===== src/rtl/audio_csr_pkg.sv =====
`timescale 1ns/1ps
package audio_csr_pkg;
  // flag indices inside the five-bit flag field
  localparam int FLG_REQ  = 0;
  localparam int FLG_WARN = 1;
  localparam int FLG_FERR = 2;
  localparam int FLG_SERR = 3;
  localparam int FLG_WS   = 4;
  localparam int FLAG_CNT = 5;
  localparam int STICKY_CNT = 3;  // FERR, SERR, WS: the recorded events

  // control word layout
  localparam int DMA_EN_BIT   = 0;
  localparam int IE_LSB       = 8;
  localparam int FLAG_SHIFT   = 8;
  localparam int FLAG_LSB     = IE_LSB + FLAG_SHIFT;
  localparam int STICKY_LSB   = FLAG_LSB + FLG_FERR;
  localparam int FIFO_RST_BIT = 24;
  localparam int DIR_EN_BIT   = 31;

  // strobes handed from the decoder to the datapath
  typedef struct packed {
    logic wrCtrl;
    logic wrCfg;
    logic rstReq;
    logic rdCtrl;
    logic rdCfg;
  } csrStrobe_t;
endpackage


===== src/rtl/audio_csr_decode.sv =====
`timescale 1ns/1ps
module audio_csr_decode
  import audio_csr_pkg::*;
#(
  parameter int REG_AW = 3
) (
  input  logic [REG_AW-1:0] regAddr,
  input  logic              regWrEn,
  input  logic [31:0]       regWrData,
  output csrStrobe_t        strobe
);
  localparam logic [REG_AW-1:0] CTRL_ADDR = REG_AW'(0);
  localparam logic [REG_AW-1:0] CFG_ADDR  = REG_AW'(1);

  logic hitCtrl;
  logic hitCfg;

  always_comb begin
    hitCtrl = (regAddr == CTRL_ADDR);
    hitCfg  = (regAddr == CFG_ADDR);
    strobe.rdCtrl = hitCtrl;
    strobe.rdCfg  = hitCfg;
    strobe.wrCtrl = regWrEn && hitCtrl;
    strobe.wrCfg  = regWrEn && hitCfg;
    strobe.rstReq = regWrEn && hitCtrl && regWrData[FIFO_RST_BIT];
  end
endmodule


===== src/rtl/audio_fifo_watch.sv =====
`timescale 1ns/1ps
module audio_fifo_watch #(
  parameter int DEPTH = 32,
  parameter bit IS_TX = 1'b1,
  parameter int LVL_W = $clog2(DEPTH + 1)
) (
  input  logic [LVL_W-1:0] fifoLevel,
  input  logic [LVL_W-1:0] watermark,
  output logic             warnLvl,
  output logic             reqLvl
);
  localparam logic [LVL_W-1:0] FULL_LVL = LVL_W'(DEPTH);

  generate
    if (IS_TX) begin : g_tx
      always_comb begin
        warnLvl = (fifoLevel == '0);
        reqLvl  = (fifoLevel <= watermark);
      end
    end else begin : g_rx
      always_comb begin
        warnLvl = (fifoLevel >= FULL_LVL);
        reqLvl  = (fifoLevel > watermark);
      end
    end
  endgenerate
endmodule


===== src/rtl/audio_csr_regs.sv =====
`timescale 1ns/1ps
module audio_csr_regs
  import audio_csr_pkg::*;
#(
  parameter int LVL_W = 6
) (
  input  logic                  clk,
  input  logic                  rstN,
  input  csrStrobe_t            strobe,
  input  logic [31:0]           wrData,
  input  logic [STICKY_CNT-1:0] evIn,
  input  logic                  warnLvl,
  input  logic                  reqLvl,
  output logic [LVL_W-1:0]      watermark,
  output logic [31:0]           rdData,
  output logic                  irq,
  output logic                  dmaReq,
  output logic                  fifoRst
);
  logic                  dirEn;
  logic                  dmaEn;
  logic [FLAG_CNT-1:0]   ieBits;
  logic [STICKY_CNT-1:0] sticky;
  logic [STICKY_CNT-1:0] stickyNext;
  logic [STICKY_CNT-1:0] clrMask;
  logic [FLAG_CNT-1:0]   flags;
  logic [LVL_W-1:0]      wmReg;
  logic                  rstPulse;
  logic [31:0]           ctrlWord;
  logic [31:0]           cfgWord;

  always_comb begin
    clrMask    = strobe.wrCtrl ? wrData[STICKY_LSB +: STICKY_CNT] : '0;
    stickyNext = (sticky & ~clrMask) | (evIn & {STICKY_CNT{dirEn}});
    flags      = {sticky, warnLvl, reqLvl};
  end

  always_ff @(posedge clk or negedge rstN) begin
    if (!rstN) begin
      dirEn    <= 1'b0;
      dmaEn    <= 1'b0;
      ieBits   <= '0;
      sticky   <= '0;
      wmReg    <= '0;
      rstPulse <= 1'b0;
    end else begin
      sticky   <= stickyNext;
      rstPulse <= strobe.rstReq;
      if (strobe.wrCtrl) begin
        dirEn  <= wrData[DIR_EN_BIT];
        dmaEn  <= wrData[DMA_EN_BIT];
        ieBits <= wrData[IE_LSB +: FLAG_CNT];
      end
      if (strobe.wrCfg) begin
        wmReg <= wrData[LVL_W-1:0];
      end
    end
  end

  always_comb begin
    ctrlWord = '0;
    ctrlWord[DIR_EN_BIT] = dirEn;
    ctrlWord[DMA_EN_BIT] = dmaEn;
    ctrlWord[IE_LSB +: FLAG_CNT] = ieBits;
    ctrlWord[FLAG_LSB +: FLAG_CNT] = flags;
    cfgWord = '0;
    cfgWord[LVL_W-1:0] = wmReg;
    if (strobe.rdCtrl)     rdData = ctrlWord;
    else if (strobe.rdCfg) rdData = cfgWord;
    else                   rdData = '0;
  end

  assign watermark = wmReg;
  assign irq       = |(flags & ieBits);
  assign dmaReq    = dmaEn & reqLvl;
  assign fifoRst   = rstPulse;

  AST_EVENT_SET: assert property (@(posedge clk) disable iff (!rstN)
    dirEn |=> ((sticky & $past(evIn)) == $past(evIn)));
  AST_W1C_CLEARS: assert property (@(posedge clk) disable iff (!rstN)
    (strobe.wrCtrl && !dirEn) |=> ((sticky & $past(wrData[STICKY_LSB +: STICKY_CNT])) == '0));
  AST_HOLD_WHEN_OFF: assert property (@(posedge clk) disable iff (!rstN)
    (!dirEn && !strobe.wrCtrl) |=> $stable(sticky));
  AST_IRQ_SOURCE: assert property (@(posedge clk) disable iff (!rstN)
    irq |-> (ieBits != '0));
  AST_DMA_GATE: assert property (@(posedge clk) disable iff (!rstN)
    dmaReq |-> dmaEn);
  AST_RST_ONE_CYCLE: assert property (@(posedge clk) disable iff (!rstN)
    fifoRst |=> !fifoRst);
  AST_RST_CAUSE: assert property (@(posedge clk) disable iff (!rstN)
    fifoRst |-> $past(strobe.rstReq));
endmodule


===== src/rtl/audio_dir_csr.sv =====
`timescale 1ns/1ps
module audio_dir_csr
  import audio_csr_pkg::*;
#(
  parameter int DEPTH  = 32,
  parameter bit IS_TX  = 1'b1,
  parameter int REG_AW = 3,
  parameter int LVL_W  = $clog2(DEPTH + 1)
) (
  input  logic              clk,
  input  logic              rstN,
  input  logic [REG_AW-1:0] regAddr,
  input  logic              regWrEn,
  input  logic [31:0]       regWrData,
  output logic [31:0]       regRdData,
  input  logic              wordStartEv,
  input  logic              syncErrEv,
  input  logic              fifoErrEv,
  input  logic [LVL_W-1:0]  fifoLevel,
  output logic              irq,
  output logic              dmaReq,
  output logic              fifoRst
);
  csrStrobe_t            strobe;
  logic [LVL_W-1:0]      watermark;
  logic                  warnLvl;
  logic                  reqLvl;
  logic [STICKY_CNT-1:0] evIn;

  assign evIn = {wordStartEv, syncErrEv, fifoErrEv};

  audio_csr_decode #(.REG_AW(REG_AW)) i_decode (
    .regAddr  (regAddr),
    .regWrEn  (regWrEn),
    .regWrData(regWrData),
    .strobe   (strobe)
  );

  audio_fifo_watch #(.DEPTH(DEPTH), .IS_TX(IS_TX), .LVL_W(LVL_W)) i_watch (
    .fifoLevel(fifoLevel),
    .watermark(watermark),
    .warnLvl  (warnLvl),
    .reqLvl   (reqLvl)
  );

  audio_csr_regs #(.LVL_W(LVL_W)) i_regs (
    .clk      (clk),
    .rstN     (rstN),
    .strobe   (strobe),
    .wrData   (regWrData),
    .evIn     (evIn),
    .warnLvl  (warnLvl),
    .reqLvl   (reqLvl),
    .watermark(watermark),
    .rdData   (regRdData),
    .irq      (irq),
    .dmaReq   (dmaReq),
    .fifoRst  (fifoRst)
  );
endmodule


===== config.mk =====
export PLATFORM = sky130hd
export DESIGN_NAME = audio_dir_csr
export DESIGN_NICKNAME = d
export VERILOG_FILES = /design/src/rtl/audio_csr_pkg.sv /design/src/rtl/audio_csr_decode.sv /design/src/rtl/audio_fifo_watch.sv /design/src/rtl/audio_csr_regs.sv /design/src/rtl/audio_dir_csr.sv
export SDC_FILE = /design/constraint.sdc
export NUM_CORES = 1
export LEC_CHECK = 0
export BUFFER_PORTS_ARGS = -buffer_cell sky130_fd_sc_hd__buf_2
export CAP_MARGIN = 40
export CORE_ASPECT_RATIO = 0.7
export CORE_UTILIZATION = 35
export DETAILED_ROUTE_END_ITERATION = 16
export GPL_TIMING_DRIVEN = 0
export PLACE_DENSITY = 0.7
export REMOVE_ABC_BUFFERS = 1
export SLEW_MARGIN = 20
export SYNTH_ARGS = -nofsm -noshare
export SYNTH_HDL_FRONTEND = slang
export SYNTH_HIERARCHICAL = 1
export SYNTH_SLANG_ARGS = --single-unit

===== constraint.sdc =====
create_clock -name clk -period 3.5 [get_ports clk]
set_input_delay 0.7 -clock clk [delete_from_list [all_inputs] [get_ports clk]]
set_output_delay 0.7 -clock clk [all_outputs]
set_load 0.1 [all_outputs]

# Word-level counts from Yosys, hierarchy flattened
# Cells that the tools add are included.
[word_totals]
regBits = 17
inputBits = 47
output_inout_bits = 35
elab_cells = 23
[op_classes]
magnitude_cmp = 1
eq_ne = 1
mux = 3
bitwise_logic = 6
reduce_logical = 6
[op_table]
columns = ["operator", "count"]
rows = [
  ["$mux 32", 1],
  ["$and 3x3->3", 2],
  ["$le 6x6->1", 1],
  ["$logic_not 6->1", 1],
  ["$mux 6", 1],
  ["$and 5x5->5", 1],
  ["$reduce_or 5->1", 1],
  ["$eq 3x1->1 const B", 1],
  ["$logic_and 1x1->1", 3],
  ["$logic_not 3->1", 1],
  ["$mux 3", 1],
  ["$not 3->3", 1],
  ["$or 3x3->3", 1],
  ["$and 1x1->1", 1],
]

# Longest topological paths before layout
# Gate-level depths: netlist of run 1.
[logic_depth]
depth_word = 6
depth_mapped = 7
mapped_depth_nobuf = 7

# Cells and area by module
# Netlist of run 1, hierarchy kept.
[by_module_without_submodules]
columns = ["module", "instances", "cells_each", "area_per_inst_um2", "seq_area_each_um2"]
rows = [
  ["audio_csr_regs", 1, 77, 947.2, 425.4],
  ["audio_fifo_watch", 1, 25, 177.7, 0.0],
  ["audio_csr_decode", 1, 7, 58.8, 0.0],
]

# Least setup slack after synthesis of run 1
# No wires, ideal clock.
[synth_path]
path_type = "input to output"
startpoint = "input port fifoLevel[5]"
endpoint = "output port dmaReq"
arrival_time_ns = 2.265
slack_ns = 0.535
cell_stages = 4
n_path_buf = 0
path_cell_list = "ha_1 -> a21o_1 -> o31ai_1 -> and2_1"
[synth_between]
elab_chain_cells = 2
[synth_rtl]
columns = ["element", "line", "rtl"]
rows = [
  ["start, declared", "audio_dir_csr.sv:19", "input logic [LVL_W-1:0] fifoLevel,"],
  ["$le 6x6->1", "audio_fifo_watch.sv:18", "reqLvl = (fifoLevel <= watermark);"],
  ["net reqLvl", "audio_dir_csr.sv:27", "logic reqLvl;"],
  ["$and 1x1->1", "audio_csr_regs.sv:75", "assign dmaReq = dmaEn & reqLvl;"],
  ["end, declared", "audio_dir_csr.sv:21", "output logic dmaReq,"],
]
# The timed path passes the listed nets, and every way through them passes these cells.

# Worst setup path after layout of run 1
[layout_path]
startpoint = "input port fifoLevel[3]"
endpoint = "output port irq"
[layout_between]
elab_chain_cells = 3
[layout_rtl]
columns = ["element", "line", "rtl"]
rows = [
  ["$le 6x6->1", "audio_fifo_watch.sv:18", ""],
  ["net reqLvl", "audio_dir_csr.sv:27", ""],
  ["$and 5x5->5", "audio_csr_regs.sv:74", "assign irq = |(flags & ieBits);"],
  ["$reduce_or 5->1", "audio_csr_regs.sv:74", ""],
  ["end, declared", "audio_dir_csr.sv:20", "output logic irq,"],
]
# The timed path passes the listed nets, and every way through them passes these cells.

==> summary.md, run 1 <==
| Metric | Value |
|---|---|
| Crit-path slowest cell | buf_2 |
| Clock Power Share | approximately a fifth |
| Max FO, Critical Path | 3 |
| Number of synthesized flops with an enable pin | 0 |
| Placed insts | slightly below 200 |
| Final Skew | 3.04 ps |
| Sw frac | 45.8% |
| Pwr Total | 0.000768 W |
| Slew margin rel. | 58.8% |
| FF-to-FF End | i_regs/dirEn |
| Congestion Overflow GR | 0 |
| CP required | approximately 2800 ps |
| Maxcap violations | 0 |
| Initial Util | 37.1% |
| Total core area | approximately 0.0032 mm2 |
| Synthesis-to-layout area growth | 23.5% |
| Number of global-route vias before repair | 946 |
| Hold buffer count at CTS | 0 |
| Routed Wire Length | 2.55 mm |
| Mean Syn Cell Area | 10.9 um2 |
| Slowest stage delay, CP | 420 ps |
| GR Util met2 | 27.9% |
| Synth Cell Area | 0.00118 mm2 |
| Met3 Track Usage GR | under 10% |
| Top FF cell, synth | dfrtp_1 |
| Asr flop ratio synth | 100% |
| Hpwl dp | around 2.2 mm |
| Final total negative setup slack | 0 ps |
| Worst-skew pair later-pin latency | 250 ps |
| Global route hottest layer | met2 |
| Dpl ws | 414 ps |
| DRC viols | 0 |
| Comb pwr share | a little under half |
| CTS tree | yes |
| I/O pins | 82 |
| Post-Synthesis Cells | 109 |
| Post-Layout Cell Count | 198 |
| Worst R2R Path Depth | 1 |
| LEAKAGE | 0.805 nW |
| I/O Buffers | 50 |
| Pwr Density | 525 mW/mm2 |
| Vias | about 930 |
| Largest cells by area after synthesis | dfrtp_1 (36%), mux2_4 (16%), buf_4 (11%) |
| Worst setup SP type | input port |
| Final Cycle Share | 87.7% |
| Layout cells sized above 1 | 46.9% |
| Class of the worst hold path | input port to async pin |
| GR met1 Demand/Resource | 18.9% |
| Worst hold margin | 357 ps |
| Largest vdd supply drop | around 0.00019 V |
| Switching Power | around 0.00035 W |
| Final hold violations | 0 |
| Die area | 0.00362 mm2 |
| Die width | roughly 72 um |
| #FFs+latches synth | 17 |
| Unrepaired setup endpoints after global routing | false |
| RR Startpoint | i_regs/dirEn |
| Routability Congestion | around 0.74 |
| Nets@finish | between 200 and 250 |
| Num rows | 17 |
| Fmax | 0.326 GHz |
| Min setup slack post-route | 429 ps |
| Worst EP arrival | 2370 ps |
| Area share of the largest cell type after synthesis | 35.9% |
| Yosys cell types | 27 |
| Initial antenna violation count | 0 |
| Die H | 50.7 um |
| Clk pin slew, worst setup/hold paths | 70 ps |
| Most common cell in the synthesized netlist | and2_1 |
| Status | finished, final reports clean |
| Post-CTS Resized | 0 |
| Kind of critical path | input port to primary output |
| Max-slew violations | 0 |
| Antenna viol nets, final | 0 |
| Diode count | 0 |
| Min Tclk post-route | 3070 ps |
| Area leader, netlist | dfrtp_1 |
| Largest net degree at the start of global routing | 18 |
| Global-route wire length before repair | 4.27 mm |
| Clock Tree Root | clkbuf_8 |
| Final setup viols | 0 |
| Inserted Clock Buffers | 3 |
| Clock Sinks | 17 |
| Commonest cells post-synth | and2_1 (18), buf_4 (17), dfrtp_1 (17) |
| Post-synthesis sequential area ratio | 35.9% |
| Worst slew pin tran | roughly 610 ps |
| GRT Overall Usage | 15.5% |
| Drt first pass iters | 6 |
| DR vias/cell | 4.68 |
| Cells along the critical path | buf_2, ha_1, a21oi_1, nor2_1, o31ai_1, a222oi_1, nand2_1, buf_2 |
| Ys Warns | 6 |
| Crit path top cell by count | buf_2 |
| Iteration-0 DRC Markers | 18 |
| CTS Buffer Depth | 2 |
| Post-CTS Setup Repair Bufs | 0 |
| Reg power frac | 35.0% |
| H-tree depth | 1 |
| Avg WL per Cell | 12.9 um |
| Worst setup EP type | primary output |
| Reg2reg setup slack | 2670 ps |
| Internal power | roughly 0.00042 W |
-- layout make-up --
cell class | instances | area, um2
clock inverters | 1 | 5.00
well taps | 38 | 47.5
clock buffers | 3 | 41.3
fillers | 304 | 1730
flip-flops and latches | 17 | 425
inverters | 7 | 26.3
multi-input cells | 79 | 644
repair buffers | 53 | 272
-- cell usage in the layout, fill, tap and decap left out --
cell,Yosys,routed
a222oi_1,1,1
and2_1,18,18
a22oi_1,1,1
a21o_1,1,1
nor4bb_2,0,1
nor4b_4,0,1
inv_1,7,7
clkinv_2,0,1
nor3_1,1,1
ha_1,6,6
nor2_1,1,1
nor2b_2,1,1
a22o_1,4,4
nand2b_1,1,1
or2_1,1,1
conb_1,1,15
nor3_2,1,1
nand2_1,6,6
clkbuf_8,0,3
nand4_1,1,1
buf_6,2,1
o31ai_1,1,1
mux2_4,13,13
or4_4,1,1
a21oi_1,2,2
nor3b_1,1,1
dfrtp_1,17,17
buf_2,0,52
-- routing by layer --
layer	part of all wire, %	wire length (um)
met1	44	1120
met2	50	1280
met3	5.2	134
met4	0.74	19
met5	0	0
-- power by group through the flow --
stage          clock network (W)  registers [W]  logic, W
2_1_floorplan                  0       0.000259  0.000294
6_report                0.000144       0.000269  0.000355
5_1_grt                 0.000159       0.000276  0.000376
3_3_place_gp                   0       0.000269  0.000343
3_5_place_dp                   0       0.000273  0.000356
4_1_cts                 0.000148       0.000269  0.000357
-- logic make-up (layout without fill, tap and decap cells) --
group,count (synthesis),after routing,synth area share [%]
adders and majority gates,6,6,6.34
buffers and inverters,27,64,15.3
and+or+nand+nor,35,35,19.0
AOI/OAI and AO/OA,10,10,6.55
DFF,17,17,35.9
muxes,13,13,16.5
other,1,15,0.317
-- sequential cells by signal (all words and copies together), names as in the netlist --
name	flops
i_regs/watermark	6
i_regs/ieBits	5
i_regs/sticky	3
i_regs/dirEn	1
i_regs/dmaEn	1
i_regs/fifoRst	1
-- stage by stage --
step / cell area (um2) / utilization [%]
final: 1460 / 45.8
after global routing: 1460 / 45.8
after CTS: 1450 / 45.5
after detailed placement: 1400 / 44.0
after global placement: 1380 / 43.2
after floorplan: 1080 / -
-- worst max-delay path: cells and delay by family --
family	cells	cell delay [ps]
buffers and inverters	2	530
adders and majority gates	1	310
AOI/OAI and AO/OA	3	690
and+or+nand+nor	2	140
-- worst max-delay path by stage --
stage / depth (start not counted) / from / end / slack [ps]
2_1_floorplan: 4 / fifoLevel[5] / dmaReq / 530
3_3_place_gp: 4 / regAddr[0] / regRdData[0] / 330
3_5_place_dp: 8 / fifoLevel[3] / irq / 410
4_1_cts: 8 / fifoLevel[3] / irq / 420
5_1_grt: 8 / fifoLevel[3] / irq / 360
6_report: 8 / fifoLevel[3] / irq / 430
Power figures use the tool's default switching activity.
==> run 2, diff against run 1 <==
PLACE_DENSITY = default   (was 0.7)
PLACE_DENSITY_LB_ADDON = 0.08   (was default)
SLEW_MARGIN = default   (was 20)
clock period = 2.64 ns   (was 3.5 ns; I/O delays follow)
==> run 2 against run 1 <==
Effect of this change: combinational power is 44% higher; highest routed layer unchanged; global-route usage is 0.44 points lower; critical endpoint is now dmaReq; critical path type is now register to primary output; largest power group unchanged; flip-flop and latch count stayed put; design area is 3.4% higher; routed wire length is 1.9% lower; non-clock buffer count is 3 higher; sequential share of layout area is 0.96 points lower; die area stayed put.
==> summary.md, run 2 (synthesized netlist as in run 1, its figures left out) <==
| Metric | Value |
|---|---|
| Status | finished, final reports clean (unchanged) |
| Hpwl dp | 2.04 mm (was 2.19 mm) |
| Final setup viols | 0 (unchanged) |
| Number of global-route vias before repair | 872 (was 946) |
| Hold buffer count at CTS | 0 (unchanged) |
| Worst hold margin | 197 ps (was 357 ps) |
| CP required | 2110 ps (was 2800 ps) |
| Global-route wire length before repair | 4.00 mm (was 4.27 mm) |
| Slowest stage delay, CP | 370 ps (was 420 ps) |
| Routed Wire Length | 2.50 mm (was 2.55 mm) |
| Initial antenna violation count | 0 (unchanged) |
| Worst slew pin tran | 822 ps (was 609 ps) |
| Inserted Clock Buffers | 3 (unchanged) |
| Min setup slack post-route | 161 ps (was 429 ps) |
| Initial Util | 37.1% (unchanged) |
| Num rows | 17 (unchanged) |
| I/O Buffers | 50 (unchanged) |
| Avg WL per Cell | 12.5 um (was 12.9 um) |
| Placed insts | 194 (was 193) |
| Synthesis-to-layout area growth | 27.7% (was 23.5%) |
| Area after DPL | 0.00141 mm2 (was 0.00140 mm2) |
| CTS tree | yes (unchanged) |
| Multi-input gate area | 658 um2 (was 644 um2) |
| Min Tclk post-route | 2480 ps |
| H-tree depth | 1 (unchanged) |
| Nets@finish | 217 (was 214) |
| Die H | 50.7 um (unchanged) |
| Clock Tree Root | clkbuf_8 (unchanged) |
| CTS Buffer Depth | 2 (unchanged) |
| Worst-skew pair later-pin latency | 250 ps (about the same) |
| Reg area | 425 um2 (unchanged) |
| Fill cells | 324 (was 304) |
| Layout cells sized above 1 | 49.1% (was 46.9%) |
| Worst setup EP type | primary output (unchanged) |
| Pwr Total | 0.00106 W (was 0.000768 W) |
| Final Cycle Share | 93.9% |
| Dpl ws | -163 ps (was 414 ps) |
| Class of the worst hold path | input port to async pin (unchanged) |
| Max FO, Critical Path | 3 (unchanged) |
| I/O pins | 82 (unchanged) |
| Largest register FFs | 6 (unchanged) |
| Largest vdd supply drop | 0.000348 V (was 0.000193 V) |
| Fmax | slightly above 0.4 GHz |
| Crit-path slowest cell | dfrtp_1 (was buf_2) |
| Slew margin rel. | 45.1% (was 58.8%) |
| Die width | 71.5 um (unchanged) |
| Kind of critical path | register to primary output (was input port to primary output) |
| Routability Congestion | 0.727 (was 0.738) |
| Final Skew | 2.86 ps (was 3.04 ps) |
| Largest net degree at the start of global routing | 18 (unchanged) |
| Pwr Density | 698 mW/mm2 (was 525 mW/mm2) |
| Final hold violations | 0 (unchanged) |
| Diode count | 0 (unchanged) |
| Clk pin slew, worst setup/hold paths | 70 ps (about the same) |
| Max-slew violations | 0 (unchanged) |
| GRT Overall Usage | 15.1% (was 15.5%) |
| Total core area | 0.00319 mm2 (unchanged) |
| DRC viols | 0 (unchanged) |
| Iteration-0 DRC Markers | 14 (was 18) |
| Clock Sinks | 17 (unchanged) |
| Commonest non-fill, non-tap cell in the layout | buf_2 (unchanged) |
| Most frequent cells in the layout | buf_2 (49), and2_1 (18), dfrtp_1 (17) (was buf_2 (52), and2_1 (18), dfrtp_1 (17)) |
| Worst EP arrival | 1950 ps (was 2370 ps) |
| Drt first pass iters | 4 (was 6) |
| Cells along the critical path | inv_1, ha_1, nand4_1, or2_1, o31ai_4, and2_1, buf_4 (was buf_2, ha_1, a21oi_1, nor2_1, o31ai_1, a222oi_1, nand2_1, buf_2) |
| Post-Layout Cell Count | 201 (was 198) |
| Maxcap violations | 0 (unchanged) |
| Worst setup SP type | register (was input port) |
| LEAKAGE | 0.821 nW (was 0.805 nW) |
| Congestion Overflow GR | 0 (unchanged) |
| Vias | 907 (was 927) |
| Die area | 0.00362 mm2 (unchanged) |
| Final instance area | 0.00151 mm2 (was 0.00146 mm2) |
| Antenna viol nets, final | 0 (unchanged) |
| DR vias/cell | 4.51 (was 4.68) |
[run 2: routing by layer]
metal | share of wire, % | GRT usage, %
met5 | 0 | 0
met4 | 0.84 | 3.92
met3 | 8.3 | 5.02
met2 | 44 | 25.6
met1 | 47 | 18.5
[run 2: stage by stage]
step           util, %  TNS (ps)
2_1_floorplan        -         0
3_3_place_gp      43.2     -4630
3_5_place_dp      44.1      -460
4_1_cts           45.9         0
6_report          47.4         0
5_1_grt           47.4     -3.20
[run 2: power breakdown]
part	total [W]	leakage (nW)	internal [W]	switching [W]
Combinational	0.000510	0.601	0.000166	0.000344
Sequential	0.000352	0.198	0.000311	0.0000415
Clock	0.000192	0.0228	0.000107	0.0000855
[run 2: timing repair]
item | in CTS | in global routing
cloned | 0 | 0
pin swaps | 0 | 3
endpoints found under the setup margin | 3 | 11
hold endpoints to repair | 0 | 0
buffers inserted | 0 | 3
resized for setup | 4 | 5
[run 2: layout make-up]
class | count | area share, %
clock buffer | 4 | 2.98
inverter | 7 | 1.74
multi-input combinational | 79 | 43.5
sequential | 17 | 28.1
tap | 38 | 3.15
timing repair buffer | 56 | 20.4
[run 2: final timing paths]
check	to	slack, ps	cells after the start	start
worst max-delay path	dmaReq	160	7	i_regs/watermark[3]
worst min-delay path	i_regs/watermark[3]	200	1	rstN
worst max register to register	i_regs/watermark[2]	1750	2	i_regs/watermark[2]
worst min register to register	i_regs/sticky[1]	530	1	i_regs/sticky[1]
max in group asynchronous	i_regs/ieBits[2]	2160	1	rstN
min in group clk	i_regs/fifoRst	480	2	regWrData[24]
[run 2: worst max-delay path, delay by kind of cell, from the launching register on]
family,cells,cell delay (ps)
AOI/OAI and AO/OA,1,80
DFF,1,370
and+or+nand+nor,3,600
buffers and inverters,2,350
adders and majority gates,1,290
==> run 3, diff against run 2 <==
clock period = 2.7 ns   (was 2.64 ns; I/O delays follow)
==> run 3 against run 2 <==
Effect of this change: clock skew hardly changed; via count decreased by 1.4%; global-route usage did not move; critical path type unchanged.
==> summary.md, run 3 (synthesized netlist as in run 1, its figures left out) <==
| Metric | Value |
|---|---|
| Diode count | 0 (unchanged) |
| LEAKAGE | 0.803 nW (was 0.821 nW) |
| Post-CTS Setup Repair Bufs | 0 (unchanged) |
| Final core utilization | 46.3% (was 47.4%) |
| Dpl ws | -127 ps (was -163 ps) |
| Min setup slack post-route | 157 ps (was 161 ps) |
| Routed Wire Length | 2.49 mm (was 2.50 mm) |
| Initial antenna violation count | 0 (unchanged) |
| DR vias/cell | 4.52 (was 4.51) |
| CTS Buffer Depth | 2 (unchanged) |
| Clock Power Share | 18.7% (was 18.2%) |
| I/O pins | 82 (unchanged) |
| Switching Power | 0.000455 W (was 0.000471 W) |
| Final instance area | 0.00148 mm2 (was 0.00151 mm2) |
| Die H | 50.7 um (unchanged) |
| Hold buffer count at CTS | 0 (unchanged) |
| Initial Util | 37.1% (unchanged) |
| Commonest non-fill, non-tap cell in the layout | buf_2 (unchanged) |
| Area after DPL | 0.00141 mm2 (unchanged) |
| Final setup viols | 0 (unchanged) |
| Class of the worst hold path | input port to async pin (unchanged) |
| GRT Overall Usage | 15.1% (unchanged) |
| Synthesis-to-layout area growth | 24.7% (was 27.7%) |
| Die width | 71.5 um (unchanged) |
| Final hold violations | 0 (unchanged) |
| Fmax | approximately 0.4 GHz |
| Worst-skew pair later-pin latency | 250 ps (about the same) |
| Clk pin slew, worst setup/hold paths | 70 ps (about the same) |
| Worst setup EP type | primary output (unchanged) |
| Vias | 894 (was 907) |
| Final Cycle Share | 94.2% |
| Unrepaired setup endpoints after global routing | false |
| Worst setup SP type | register (unchanged) |
| Max FO, Critical Path | 3 (unchanged) |
| Comb pwr share | 47.0% (was 48.4%) |
| Kind of critical path | register to primary output (unchanged) |
| Nets@finish | 214 (was 217) |
| Total core area | 0.00319 mm2 (unchanged) |
| Avg WL per Cell | 12.6 um (was 12.5 um) |
| H-tree depth | 1 (unchanged) |
| Worst setup startpoint | i_regs/watermark[5] (was i_regs/watermark[3]) |
| Die area | 0.00362 mm2 (unchanged) |
| I/O Buffers | 50 (unchanged) |
| Sw frac | 45.2% (was 44.6%) |
| Num rows | 17 (unchanged) |
| Status | finished, final reports clean (unchanged) |
| Largest net degree at the start of global routing | 18 (unchanged) |
| Pwr Density | 682 mW/mm2 (was 698 mW/mm2) |
| Final total negative setup slack | 0 ps (unchanged) |
| Congestion Overflow GR | 0 (unchanged) |
| Layout cells sized above 1 | 48.1% (was 49.1%) |
| Slew margin rel. | 45.0% (was 45.1%) |
| Reg power frac | 34.4% (was 33.4%) |
| Cells along the critical path | inv_1, ha_1, a21o_1, o31ai_2, and2_1, buf_4 (was inv_1, ha_1, nand4_1, or2_1, o31ai_4, and2_1, buf_4) |
| Max-slew violations | 0 (unchanged) |
| Internal power | 0.000552 W (was 0.000584 W) |
| Hpwl dp | 2.04 mm (unchanged) |
| Placed insts | 194 (unchanged) |
| Min Tclk post-route | 2540 ps |
| Inserted Clock Buffers | 3 (unchanged) |
| RR Startpoint | i_regs/dirEn (was i_regs/watermark[2]) |
| Iteration-0 DRC Markers | 21 (was 14) |
| CP required | 2160 ps (was 2110 ps) |
| Largest register FFs | 6 (unchanged) |
| Number of global-route vias before repair | 872 (unchanged) |
| Largest vdd supply drop | 0.000340 V (was 0.000348 V) |
| Clock Tree Root | clkbuf_8 (unchanged) |
| Final Skew | 2.67 ps (was 2.86 ps) |
| Crit-path slowest cell | dfrtp_1 (unchanged) |
| Reg2reg setup slack | 1880 ps (was 1750 ps) |
| Maxcap violations | 0 (unchanged) |
| Antenna viol nets, final | 0 (unchanged) |
| Drt first pass iters | 4 (unchanged) |
| Global-route wire length before repair | 4.00 mm (unchanged) |
| Worst slew pin tran | 822 ps (about the same) |
| Post-Layout Cell Count | 198 (was 201) |
| Worst R2R Path Depth | 1 (was 2) |
| DRC viols | 0 (unchanged) |
| Most frequent cells in the layout | buf_2 (49), and2_1 (18), dfrtp_1 (17) (unchanged) |
| Clock Sinks | 17 (unchanged) |
| Slowest stage delay, CP | 370 ps (about the same) |
| Worst EP arrival | 2000 ps (was 1950 ps) |
| FF-to-FF End | i_regs/dirEn (was i_regs/watermark[2]) |
| CTS tree | yes (unchanged) |
| Routability Congestion | 0.727 (unchanged) |
[run 3: cell types whose count changed in the layout (fill, tap and decap cells not counted)]
cell,change
buf_4,-3
buf_6,+1
buf_8,-1
o31ai_2,+1
o31ai_4,-1
[run 3: critical path, delay by kind of cell (launching register included)]
family / cells / cell delay (ps)
AO/OA/AOI/OAI: 2 / 560
adder cells (fa/ha/maj): 1 / 300
flip-flops: 1 / 370
AND/OR/NAND/NOR: 1 / 190
buffers and inverters: 2 / 350
[run 3: cell type report]
class                   count  area (um2)
fillers                   328        1710
multi-input cells          79         649
flip-flops and latches     17         425
repair buffers             53         283
well taps                  38        47.5
clock buffers               4        45.0
inverters                   7        26.3
[run 3: metrics by stage]
| stage | hold slack (ps) | total power [W] |
|---|---|---|
| after floorplan | 244 | 0.000717 |
| after global placement | 490 | 0.000798 |
| after detailed placement | 495 | 0.000812 |
| after CTS | 223 | 0.00101 |
| after global routing | 235 | 0.00107 |
| final | 208 | 0.00101 |
[run 3: worst max path at each step]
| stage | to | slack (ps) | cells past startpoint |
|---|---|---|---|
| 2_1_floorplan | dmaReq | 50 | 4 |
| 3_3_place_gp | regRdData[0] | -270 | 5 |
| 3_5_place_dp | irq | -130 | 7 |
| 4_1_cts | regRdData[9] | 40 | 5 |
| 5_1_grt | irq | 20 | 8 |
| 6_report | dmaReq | 160 | 6 |
[run 3: timing repair]
item | CTS | global route
resized for setup | 4 | 3
setup endpoints to repair | 3 | 9
pin swaps | 0 | 1
cloned | 0 | 0
[run 3: power groups by stage]
stage / sequential [W] / clock [W] / combinational [W]
finish: 0.000346 / 0.000188 / 0.000473
global route: 0.000355 / 0.000208 / 0.000502
CTS: 0.000346 / 0.000196 / 0.000471
detailed placement: 0.000351 / 0 / 0.000461
global placement: 0.000348 / 0 / 0.000450
floorplan: 0.000336 / 0 / 0.000380
[run 3: per-layer routing]
metal,global-route usage (%),up-vias,wire (um)
li1,-,440,-
met1,18.5,405,1160
met2,25.6,47,1100
met3,5.02,2,208
met4,3.92,0,21
met5,0,-,0
